--- config.mk ---
export PLATFORM = sky130hd
export DESIGN_NAME = spi_page_master
export DESIGN_NICKNAME = d
export VERILOG_FILES = /design/src/rtl/spi_page_pkg.sv /design/src/rtl/spi_byte_shifter.sv /design/src/rtl/spi_page_cache.sv /design/src/rtl/spi_page_master.sv
export SDC_FILE = /design/constraint.sdc
export NUM_CORES = 1
export LEC_CHECK = 0
export ABC_AREA = 1
export BUFFER_PORTS_ARGS = -buffer_cell sky130_fd_sc_hd__buf_2
export CAP_MARGIN = 5
export CORE_MARGIN = 3
export CORE_UTILIZATION = 53
export DETAILED_ROUTE_END_ITERATION = 6
export PLACE_DENSITY = 0.76
export SLEW_MARGIN = 20
export SYNTH_ARGS = -nofsm -noshare
export SYNTH_HDL_FRONTEND = slang
export SYNTH_SLANG_ARGS = --single-unit
--- constraint.sdc ---
create_clock -name clk_i -period 1.8 [get_ports clk_i]
set_input_delay 0.09 -clock clk_i [delete_from_list [all_inputs] [get_ports clk_i]]
set_output_delay 0.09 -clock clk_i [all_outputs]
set_load 0.05 [all_outputs]
--- src/rtl/spi_page_pkg.sv ---
package spi_page_pkg;
  localparam logic [7:0] CMD_WRITE = 8'h61;
  localparam logic [7:0] CMD_FREAD = 8'h10;
  localparam logic [7:0] PAGE_REG  = 8'hFF;

  typedef enum logic [1:0] {E_IDLE, E_LOW, E_HIGH} eng_state_e;
  typedef enum logic [1:0] {FR_PAGE, FR_WR, FR_RD} frame_e;
  typedef enum logic [1:0] {PH_HDR, PH_POLL, PH_DATA} phase_e;
  typedef enum logic [2:0] {S_IDLE, S_SEL, S_LOAD, S_WAIT, S_DESEL} seq_state_e;

  function automatic logic [2:0] len_bytes(input logic [1:0] code);
    case (code)
      2'd0:    len_bytes = 3'd1;
      2'd1:    len_bytes = 3'd2;
      default: len_bytes = 3'd4;
    endcase
  endfunction
endpackage

--- src/rtl/spi_byte_shifter.sv ---
module spi_byte_shifter
  import spi_page_pkg::*;
#(
  parameter int HALF_CYC       = 500,
  parameter int MOSI_SETUP_CYC = 250
) (
  input  logic       clk_i,
  input  logic       rst_ni,
  input  logic       start_i,
  input  logic [7:0] tx_i,
  input  logic       miso_i,
  output logic       sck_o,
  output logic       mosi_o,
  output logic       done_o,
  output logic       busy_o,
  output logic [7:0] rx_o
);
  localparam int LOW_CYC = (HALF_CYC > MOSI_SETUP_CYC) ? HALF_CYC : MOSI_SETUP_CYC;
  localparam int CW      = $clog2(LOW_CYC + 1);

  eng_state_e      st_q;
  logic [CW-1:0]   cnt_q;
  logic [2:0]      bit_q;
  logic [7:0]      sh_q, rx_q;

  always_ff @(posedge clk_i or negedge rst_ni) begin
    if (!rst_ni) begin
      st_q   <= E_IDLE;
      cnt_q  <= '0;
      bit_q  <= 3'd7;
      sh_q   <= '0;
      rx_q   <= '0;
      sck_o  <= 1'b0;
      mosi_o <= 1'b0;
      done_o <= 1'b0;
    end else begin
      done_o <= 1'b0;
      case (st_q)
        E_IDLE: if (start_i) begin
          sh_q   <= tx_i;
          mosi_o <= tx_i[7];
          bit_q  <= 3'd7;
          cnt_q  <= '0;
          st_q   <= E_LOW;
        end
        E_LOW: begin
          if (cnt_q == CW'(LOW_CYC - 1)) begin
            rx_q  <= {rx_q[6:0], miso_i};
            sck_o <= 1'b1;
            cnt_q <= '0;
            st_q  <= E_HIGH;
          end else begin
            cnt_q <= cnt_q + 1'b1;
          end
        end
        E_HIGH: begin
          if (cnt_q == CW'(HALF_CYC - 1)) begin
            cnt_q <= '0;
            sck_o <= 1'b0;
            if (bit_q == 3'd0) begin
              done_o <= 1'b1;
              st_q   <= E_IDLE;
            end else begin
              bit_q  <= bit_q - 3'd1;
              mosi_o <= sh_q[bit_q - 3'd1];
              st_q   <= E_LOW;
            end
          end else begin
            cnt_q <= cnt_q + 1'b1;
          end
        end
        default: st_q <= E_IDLE;
      endcase
    end
  end

  assign busy_o = (st_q != E_IDLE);
  assign rx_o   = rx_q;

  AST_MOSI_HOLD_HIGH: assert property (@(posedge clk_i) disable iff (!rst_ni)
    (sck_o && $past(sck_o)) |-> $stable(mosi_o));
  AST_START_WHEN_IDLE: assert property (@(posedge clk_i) disable iff (!rst_ni)
    start_i |-> !busy_o);
endmodule

--- src/rtl/spi_page_cache.sv ---
module spi_page_cache #(
  parameter int PW = 8
) (
  input  logic          clk_i,
  input  logic          rst_ni,
  input  logic [PW-1:0] query_i,
  input  logic          set_i,
  input  logic [PW-1:0] page_i,
  input  logic          inval_i,
  output logic          hit_o
);
  logic [PW-1:0] cur_q;
  logic          vld_q;

  always_ff @(posedge clk_i or negedge rst_ni) begin
    if (!rst_ni) begin
      cur_q <= '0;
      vld_q <= 1'b0;
    end else if (inval_i) begin
      vld_q <= 1'b0;
    end else if (set_i) begin
      cur_q <= page_i;
      vld_q <= 1'b1;
    end
  end

  assign hit_o = vld_q && (cur_q == query_i);

  AST_NO_SET_AND_INVAL: assert property (@(posedge clk_i) disable iff (!rst_ni)
    !(set_i && inval_i));
endmodule

--- src/rtl/spi_page_master.sv ---
module spi_page_master
  import spi_page_pkg::*;
#(
  parameter int HALF_CYC       = 500,
  parameter int MOSI_SETUP_CYC = 250,
  parameter int SS_SETUP_CYC   = 250,
  parameter int MAX_POLL       = 100
) (
  input  logic        clk_i,
  input  logic        rst_ni,
  input  logic        req_valid_i,
  output logic        req_ready_o,
  input  logic        req_write_i,
  input  logic [7:0]  req_page_i,
  input  logic [7:0]  req_addr_i,
  input  logic [1:0]  req_len_i,
  input  logic [31:0] req_wdata_i,
  output logic        rsp_done_o,
  output logic        rsp_err_o,
  output logic [31:0] rsp_rdata_o,
  output logic        spi_cs_n_o,
  output logic        spi_sck_o,
  output logic        spi_mosi_o,
  input  logic        spi_miso_i
);
  localparam int SCW = $clog2(SS_SETUP_CYC + 1);
  localparam int PCW = $clog2(MAX_POLL + 1);

  seq_state_e     st_q;
  frame_e         kind_q, op_kind_q;
  phase_e         ph_q;
  logic [SCW-1:0] cnt_q;
  logic [2:0]     idx_q;
  logic [PCW-1:0] poll_q;
  logic [1:0]     dcnt_q;
  logic [2:0]     nbytes_q;
  logic [7:0]     page_q, addr_q;
  logic [31:0]    wd_q, rd_q;
  logic           more_q, err_q, done_q;

  logic       eng_start, eng_done, eng_busy;
  logic [7:0] eng_rx, tx_byte;
  logic       cache_hit, cache_set, cache_inval;

  spi_byte_shifter #(
    .HALF_CYC      (HALF_CYC),
    .MOSI_SETUP_CYC(MOSI_SETUP_CYC)
  ) u_shift (
    .clk_i  (clk_i),
    .rst_ni (rst_ni),
    .start_i(eng_start),
    .tx_i   (tx_byte),
    .miso_i (spi_miso_i),
    .sck_o  (spi_sck_o),
    .mosi_o (spi_mosi_o),
    .done_o (eng_done),
    .busy_o (eng_busy),
    .rx_o   (eng_rx)
  );

  spi_page_cache #(.PW(8)) u_cache (
    .clk_i  (clk_i),
    .rst_ni (rst_ni),
    .query_i(req_page_i),
    .set_i  (cache_set),
    .page_i (page_q),
    .inval_i(cache_inval),
    .hit_o  (cache_hit)
  );

  assign eng_start = (st_q == S_LOAD);
  assign cache_set = (st_q == S_WAIT) && eng_done && (kind_q == FR_PAGE) && (idx_q == 3'd2);
  assign cache_inval = (st_q == S_WAIT) && eng_done && (kind_q == FR_RD) && (ph_q == PH_POLL)
                       && !eng_rx[0] && (poll_q == PCW'(MAX_POLL - 1));

  always_comb begin
    tx_byte = 8'h00;
    case (kind_q)
      FR_PAGE: case (idx_q)
        3'd0:    tx_byte = CMD_WRITE;
        3'd1:    tx_byte = PAGE_REG;
        default: tx_byte = page_q;
      endcase
      FR_WR: case (idx_q)
        3'd0:    tx_byte = CMD_WRITE;
        3'd1:    tx_byte = addr_q;
        3'd2:    tx_byte = wd_q[7:0];
        3'd3:    tx_byte = wd_q[15:8];
        3'd4:    tx_byte = wd_q[23:16];
        default: tx_byte = wd_q[31:24];
      endcase
      default: if (ph_q == PH_HDR) tx_byte = (idx_q == 3'd0) ? CMD_FREAD : addr_q;
    endcase
  end

  always_ff @(posedge clk_i or negedge rst_ni) begin
    if (!rst_ni) begin
      st_q       <= S_IDLE;
      kind_q     <= FR_PAGE;
      op_kind_q  <= FR_WR;
      ph_q       <= PH_HDR;
      cnt_q      <= '0;
      idx_q      <= '0;
      poll_q     <= '0;
      dcnt_q     <= '0;
      nbytes_q   <= 3'd1;
      page_q     <= '0;
      addr_q     <= '0;
      wd_q       <= '0;
      rd_q       <= '0;
      more_q     <= 1'b0;
      err_q      <= 1'b0;
      done_q     <= 1'b0;
      spi_cs_n_o <= 1'b1;
    end else begin
      done_q <= 1'b0;
      case (st_q)
        S_IDLE: if (req_valid_i) begin
          page_q    <= req_page_i;
          addr_q    <= req_addr_i;
          wd_q      <= req_wdata_i;
          nbytes_q  <= len_bytes(req_len_i);
          op_kind_q <= req_write_i ? FR_WR : FR_RD;
          kind_q    <= cache_hit ? (req_write_i ? FR_WR : FR_RD) : FR_PAGE;
          more_q    <= !cache_hit;
          ph_q      <= PH_HDR;
          idx_q     <= '0;
          rd_q      <= '0;
          err_q     <= 1'b0;
          cnt_q     <= '0;
          spi_cs_n_o <= 1'b0;
          st_q      <= S_SEL;
        end
        S_SEL: begin
          if (cnt_q == SCW'(SS_SETUP_CYC - 1)) begin
            cnt_q <= '0;
            st_q  <= S_LOAD;
          end else begin
            cnt_q <= cnt_q + 1'b1;
          end
        end
        S_LOAD: st_q <= S_WAIT;
        S_WAIT: if (eng_done) begin
          st_q <= S_LOAD;
          case (kind_q)
            FR_PAGE: begin
              if (idx_q == 3'd2) begin
                spi_cs_n_o <= 1'b1;
                st_q       <= S_DESEL;
              end else idx_q <= idx_q + 3'd1;
            end
            FR_WR: begin
              if (idx_q == nbytes_q + 3'd1) begin
                more_q     <= 1'b0;
                spi_cs_n_o <= 1'b1;
                st_q       <= S_DESEL;
              end else idx_q <= idx_q + 3'd1;
            end
            default: begin
              case (ph_q)
                PH_HDR: begin
                  if (idx_q == 3'd1) begin
                    ph_q   <= PH_POLL;
                    poll_q <= '0;
                  end else idx_q <= idx_q + 3'd1;
                end
                PH_POLL: begin
                  if (eng_rx[0]) begin
                    ph_q   <= PH_DATA;
                    dcnt_q <= '0;
                  end else if (poll_q == PCW'(MAX_POLL - 1)) begin
                    err_q      <= 1'b1;
                    more_q     <= 1'b0;
                    spi_cs_n_o <= 1'b1;
                    st_q       <= S_DESEL;
                  end else poll_q <= poll_q + 1'b1;
                end
                default: begin
                  case (dcnt_q)
                    2'd0:    rd_q[7:0]   <= eng_rx;
                    2'd1:    rd_q[15:8]  <= eng_rx;
                    2'd2:    rd_q[23:16] <= eng_rx;
                    default: rd_q[31:24] <= eng_rx;
                  endcase
                  if ({1'b0, dcnt_q} == nbytes_q - 3'd1) begin
                    more_q     <= 1'b0;
                    spi_cs_n_o <= 1'b1;
                    st_q       <= S_DESEL;
                  end else dcnt_q <= dcnt_q + 2'd1;
                end
              endcase
            end
          endcase
        end
        S_DESEL: begin
          if (cnt_q == SCW'(SS_SETUP_CYC - 1)) begin
            cnt_q <= '0;
            if (more_q) begin
              more_q     <= 1'b0;
              kind_q     <= op_kind_q;
              idx_q      <= '0;
              ph_q       <= PH_HDR;
              spi_cs_n_o <= 1'b0;
              st_q       <= S_SEL;
            end else begin
              done_q <= 1'b1;
              st_q   <= S_IDLE;
            end
          end else begin
            cnt_q <= cnt_q + 1'b1;
          end
        end
        default: st_q <= S_IDLE;
      endcase
    end
  end

  assign req_ready_o = (st_q == S_IDLE);
  assign rsp_done_o  = done_q;
  assign rsp_err_o   = done_q && err_q;
  assign rsp_rdata_o = rd_q;

  AST_SCK_LOW_DESEL: assert property (@(posedge clk_i) disable iff (!rst_ni)
    spi_cs_n_o |-> !spi_sck_o);
  AST_NOT_READY_IN_FRAME: assert property (@(posedge clk_i) disable iff (!rst_ni)
    !spi_cs_n_o |-> !req_ready_o);
  AST_DONE_PULSE: assert property (@(posedge clk_i) disable iff (!rst_ni)
    rsp_done_o |=> !rsp_done_o);
  AST_POLL_BOUND: assert property (@(posedge clk_i) disable iff (!rst_ni)
    poll_q < PCW'(MAX_POLL));
  AST_HIT_SKIPS_PAGE: assert property (@(posedge clk_i) disable iff (!rst_ni)
    (req_ready_o && req_valid_i && cache_hit) |=> (kind_q != FR_PAGE));
  AST_ENGINE_IDLE_DESEL: assert property (@(posedge clk_i) disable iff (!rst_ni)
    spi_cs_n_o |-> !eng_busy);
endmodule

==> out/metrics.cfg <==
[routing]
via_count=7506
remaining_drc_errors=0
viasPerCell=5.278
drt_iter0_drc=565
wl_um=20980
first_pass_iters=5
antenna_left=0
post_drt_wl_per_cell_um=14.75

[clock_network]
max-clock-path-buffers=2
cts_tree=built
clk_pin_slew_ps=60
cts-buffers-inserted=17
cts_sinks=158
cts_htree_levels=4
worstSkewPairLatency_ps=430
clockRootBuffer=clkbuf_16

[global_route]
grt_util_all_layers=0.2588
antenna_found_initial=0
grt_pass1_vias=7426
grt_pass1_wl_um=34580
gr-total-overflow=0
grt_start_max_net_pins=55

[placement]
place_area_mm2=0.008957
place.gp.congestion=0.8901
hpwl_um=13870
numPortBuffers=92

[job]
drv_cap=0

[sta]
tightest_slew_ps=461.5
layout_min_cycle_time_ps=1739
setup-tns-final_ps=0
fmax_ghz=0.5751
fin_crit_sh=0.9661
relSlewSlack=0.6912
setup_viol=0
hold_violations=0
rsz0062_at_grt=true
finalClockSkew_ps=13.06
slew_violations=0

[hold_path]
min_path_type=input pin to register
worstHoldStart=req_valid_i

[run_status]
status=finished clean

[logic_synthesis]
synthFlopType=dfrtp_1
syn_inst=1043
async_reset_ff_frac=1.000
ys_seq_area_frac=0.4935
synth.distinct_cells=36
yosysWarnings=0
synth_area_mm2=0.008028
synth-edff-count=0
syn_area_per_cell_um2=7.697
ys_ff_latch=158
syn-num-nets=1119

[finish]
num_antenna_cells=0
layout.nets=1301
drive_gt1_frac=0.1850
fill_cells=1147
final_util=0.6992
area_growth_pct=28.02
seq_area_mm2=0.003965
final_cell_area_mm2=0.01028
multiInputGateArea_mm2=0.003687

[critical_path]
cpMostUsedCell=nand2_1
cp_slowest_cell=dfstp_2
r2r_slack_ps=60
arrival_ps=2100
crit_type=register to register
worst_r2r_path_depth=12
cp_max_fo=4
crit_start=nbytes_q[0]$_DFFE_PN1P_
crit_end=idx_q[0]$_DFFE_PN0P_
max_stage_delay_ps=520
reg2reg_to=idx_q[0]$_DFFE_PN0P_
crit_path_end_kind=register
start_kind=register
worstReg2RegStart=nbytes_q[0]$_DFFE_PN1P_
worstPathCellList=inv_1 > ha_4 > inv_1 > nand2_1 > nand2_1 > nor2_2 > nand3_2 > nand3_2 > nand2_4 > nand2_2 > nand2_1 > nand2_1
cp.required_ps=2160

[floorplanning]
die_y_um=129.1
std_cell_rows=44
coreArea_mm2=0.01470
ioPinCount=93
die_area_mm2=0.01666
start_util=0.5461
fp.dieW_um=129.1

[power_and_ir_drop]
cellPowerDensity_mw_per_mm2=721.2
power.leakage_nw=5.481
max-vdd-ir-drop_mv=0.7223

-- state kept, by name, indices dropped and copies added, names as in the netlist, 7 cells and up --
name	cells
u_shift.rx_o	8
u_shift.cnt_q	9
poll_q	7
page_q	8
cnt_q	8
rsp_rdata_o	32
u_cache.cur_q	8
addr_q	8
wd_q	32
u_shift.sh_q	8
-- cell type report --
cell class	count	share of cell area
repair buffers	186	0.1345
well taps	184	0.02240
inverters	111	0.04103
clock inverters	12	0.01303
clock buffers	20	0.04444
multi-input cells	751	0.3588
flip-flops and latches	158	0.3858
-- power by group --
group	internal, mW	total (mW)	switching (mW)
Combinational	0.134	0.254	0.119
Clock	2.12	3.61	1.48
Sequential	3.55	3.55	0
Total	5.81	7.41	1.60
-- metal layers --
layer	global-route usage	vias to the layer above	share of wire
met4	0.09141	0	0.024
met1	0.3297	3535	0.42
li1	-	3669	-
met3	0.05111	50	0.050
met5	0	-	0
met2	0.4421	252	0.50
-- critical path: cells and delay by family (launching register included) --
kind,cells,cell delay (ps)
AND/OR/NAND/NOR,9,740
buffers and inverters,2,120
flip-flops,1,520
adder cells (fa/ha/maj),1,290
-- stage by stage --
step | hold slack (ps) | worst slack, ps | total power [mW] | std cells
5_1_grt | 97.52 | -45.53 | 7.608 | 1422
3_5_place_dp | 20.80 | -19.56 | 3.779 | 1335
4_1_cts | 151.1 | 22.88 | 7.438 | 1420
3_3_place_gp | 25.98 | -33.88 | 3.778 | 1335
6_report | 92.11 | 61.04 | 7.412 | 1422
2_1_floorplan | -205.6 | 8.211 | 3.630 | 1043
-- cells by family (layout without fill, tap and decap cells) --
family / Yosys count / in the layout / share of synthesized area
AND/OR/NAND/NOR: 557 / 557 / 0.2813
flip-flops: 158 / 158 / 0.4935
AO/OA/AOI/OAI: 155 / 155 / 0.1060
buffers and inverters: 134 / 329 / 0.06593
adder cells (fa/ha/maj): 21 / 21 / 0.03273
XOR/XNOR: 15 / 15 / 0.01636
multiplexers: 3 / 3 / 0.004208
-- cell usage in the layout, fill, tap and decap left out, types with 17 or more instances in the layout --
master,n
a21oi_1,27
buf_2,91
buf_4,32
clkbuf_16,17
dfrtp_1,149
dlygate4sd3_1,53
ha_1,17
inv_1,103
nand2_1,381
nand3_1,37
nor2_1,79
nor3_1,17
o21ai_0,94
-- worst min path at each step --
stage / end / slack (ps) / cells after the start
after floorplan: addr_q[0]$_DFFE_PN0P_ / -210 / 0
after global placement: op_kind_q[1]$_DFFE_PN0P_ / 30 / 1
after detailed placement: more_q$_DFFE_PN0P_ / 20 / 1
after CTS: more_q$_DFFE_PN0P_ / 150 / 2
after global routing: op_kind_q[1]$_DFFE_PN0P_ / 100 / 3
final: nbytes_q[2]$_DFFE_PN0P_ / 90 / 3
-- Yosys cell counts, types with 2 or more instances --
library cell,count,area share
a21oi_1,27,0.017
a22oi_1,6,0.0056
a2bb2oi_1,2,0.0022
a31oi_1,2,0.0016
buf_2,13,0.0081
clkbuf_1,8,0.0037
dfrtp_1,152,0.47
dfstp_2,6,0.020
ha_1,21,0.033
inv_1,106,0.050
inv_2,4,0.0019
mux2_2,3,0.0042
nand2_1,390,0.18
nand3_1,43,0.027
nand4_1,7,0.0055
nor2_1,86,0.040
nor2_2,4,0.0031
nor2_4,8,0.011
nor3_1,17,0.011
o21a_1,2,0.0019
o21ai_0,101,0.063
o21ai_2,5,0.0055
o22ai_1,4,0.0031
xnor2_1,5,0.0055
xor2_1,10,0.011
-- repair_timing --
| action | 4_1_cts | 5_1_grt |
|---|---|---|
| cloned | 0 | 0 |
| hold endpoints to repair | 209 | 0 |
| setup endpoints to repair | 7 | 98 |
| pin swaps | 0 | 5 |
| hold buffers | 53 | 0 |
| buffers inserted | 0 | 2 |
| gates resized for setup | 7 | 45 |
Note: power is estimated with default switching activity, not from simulation.
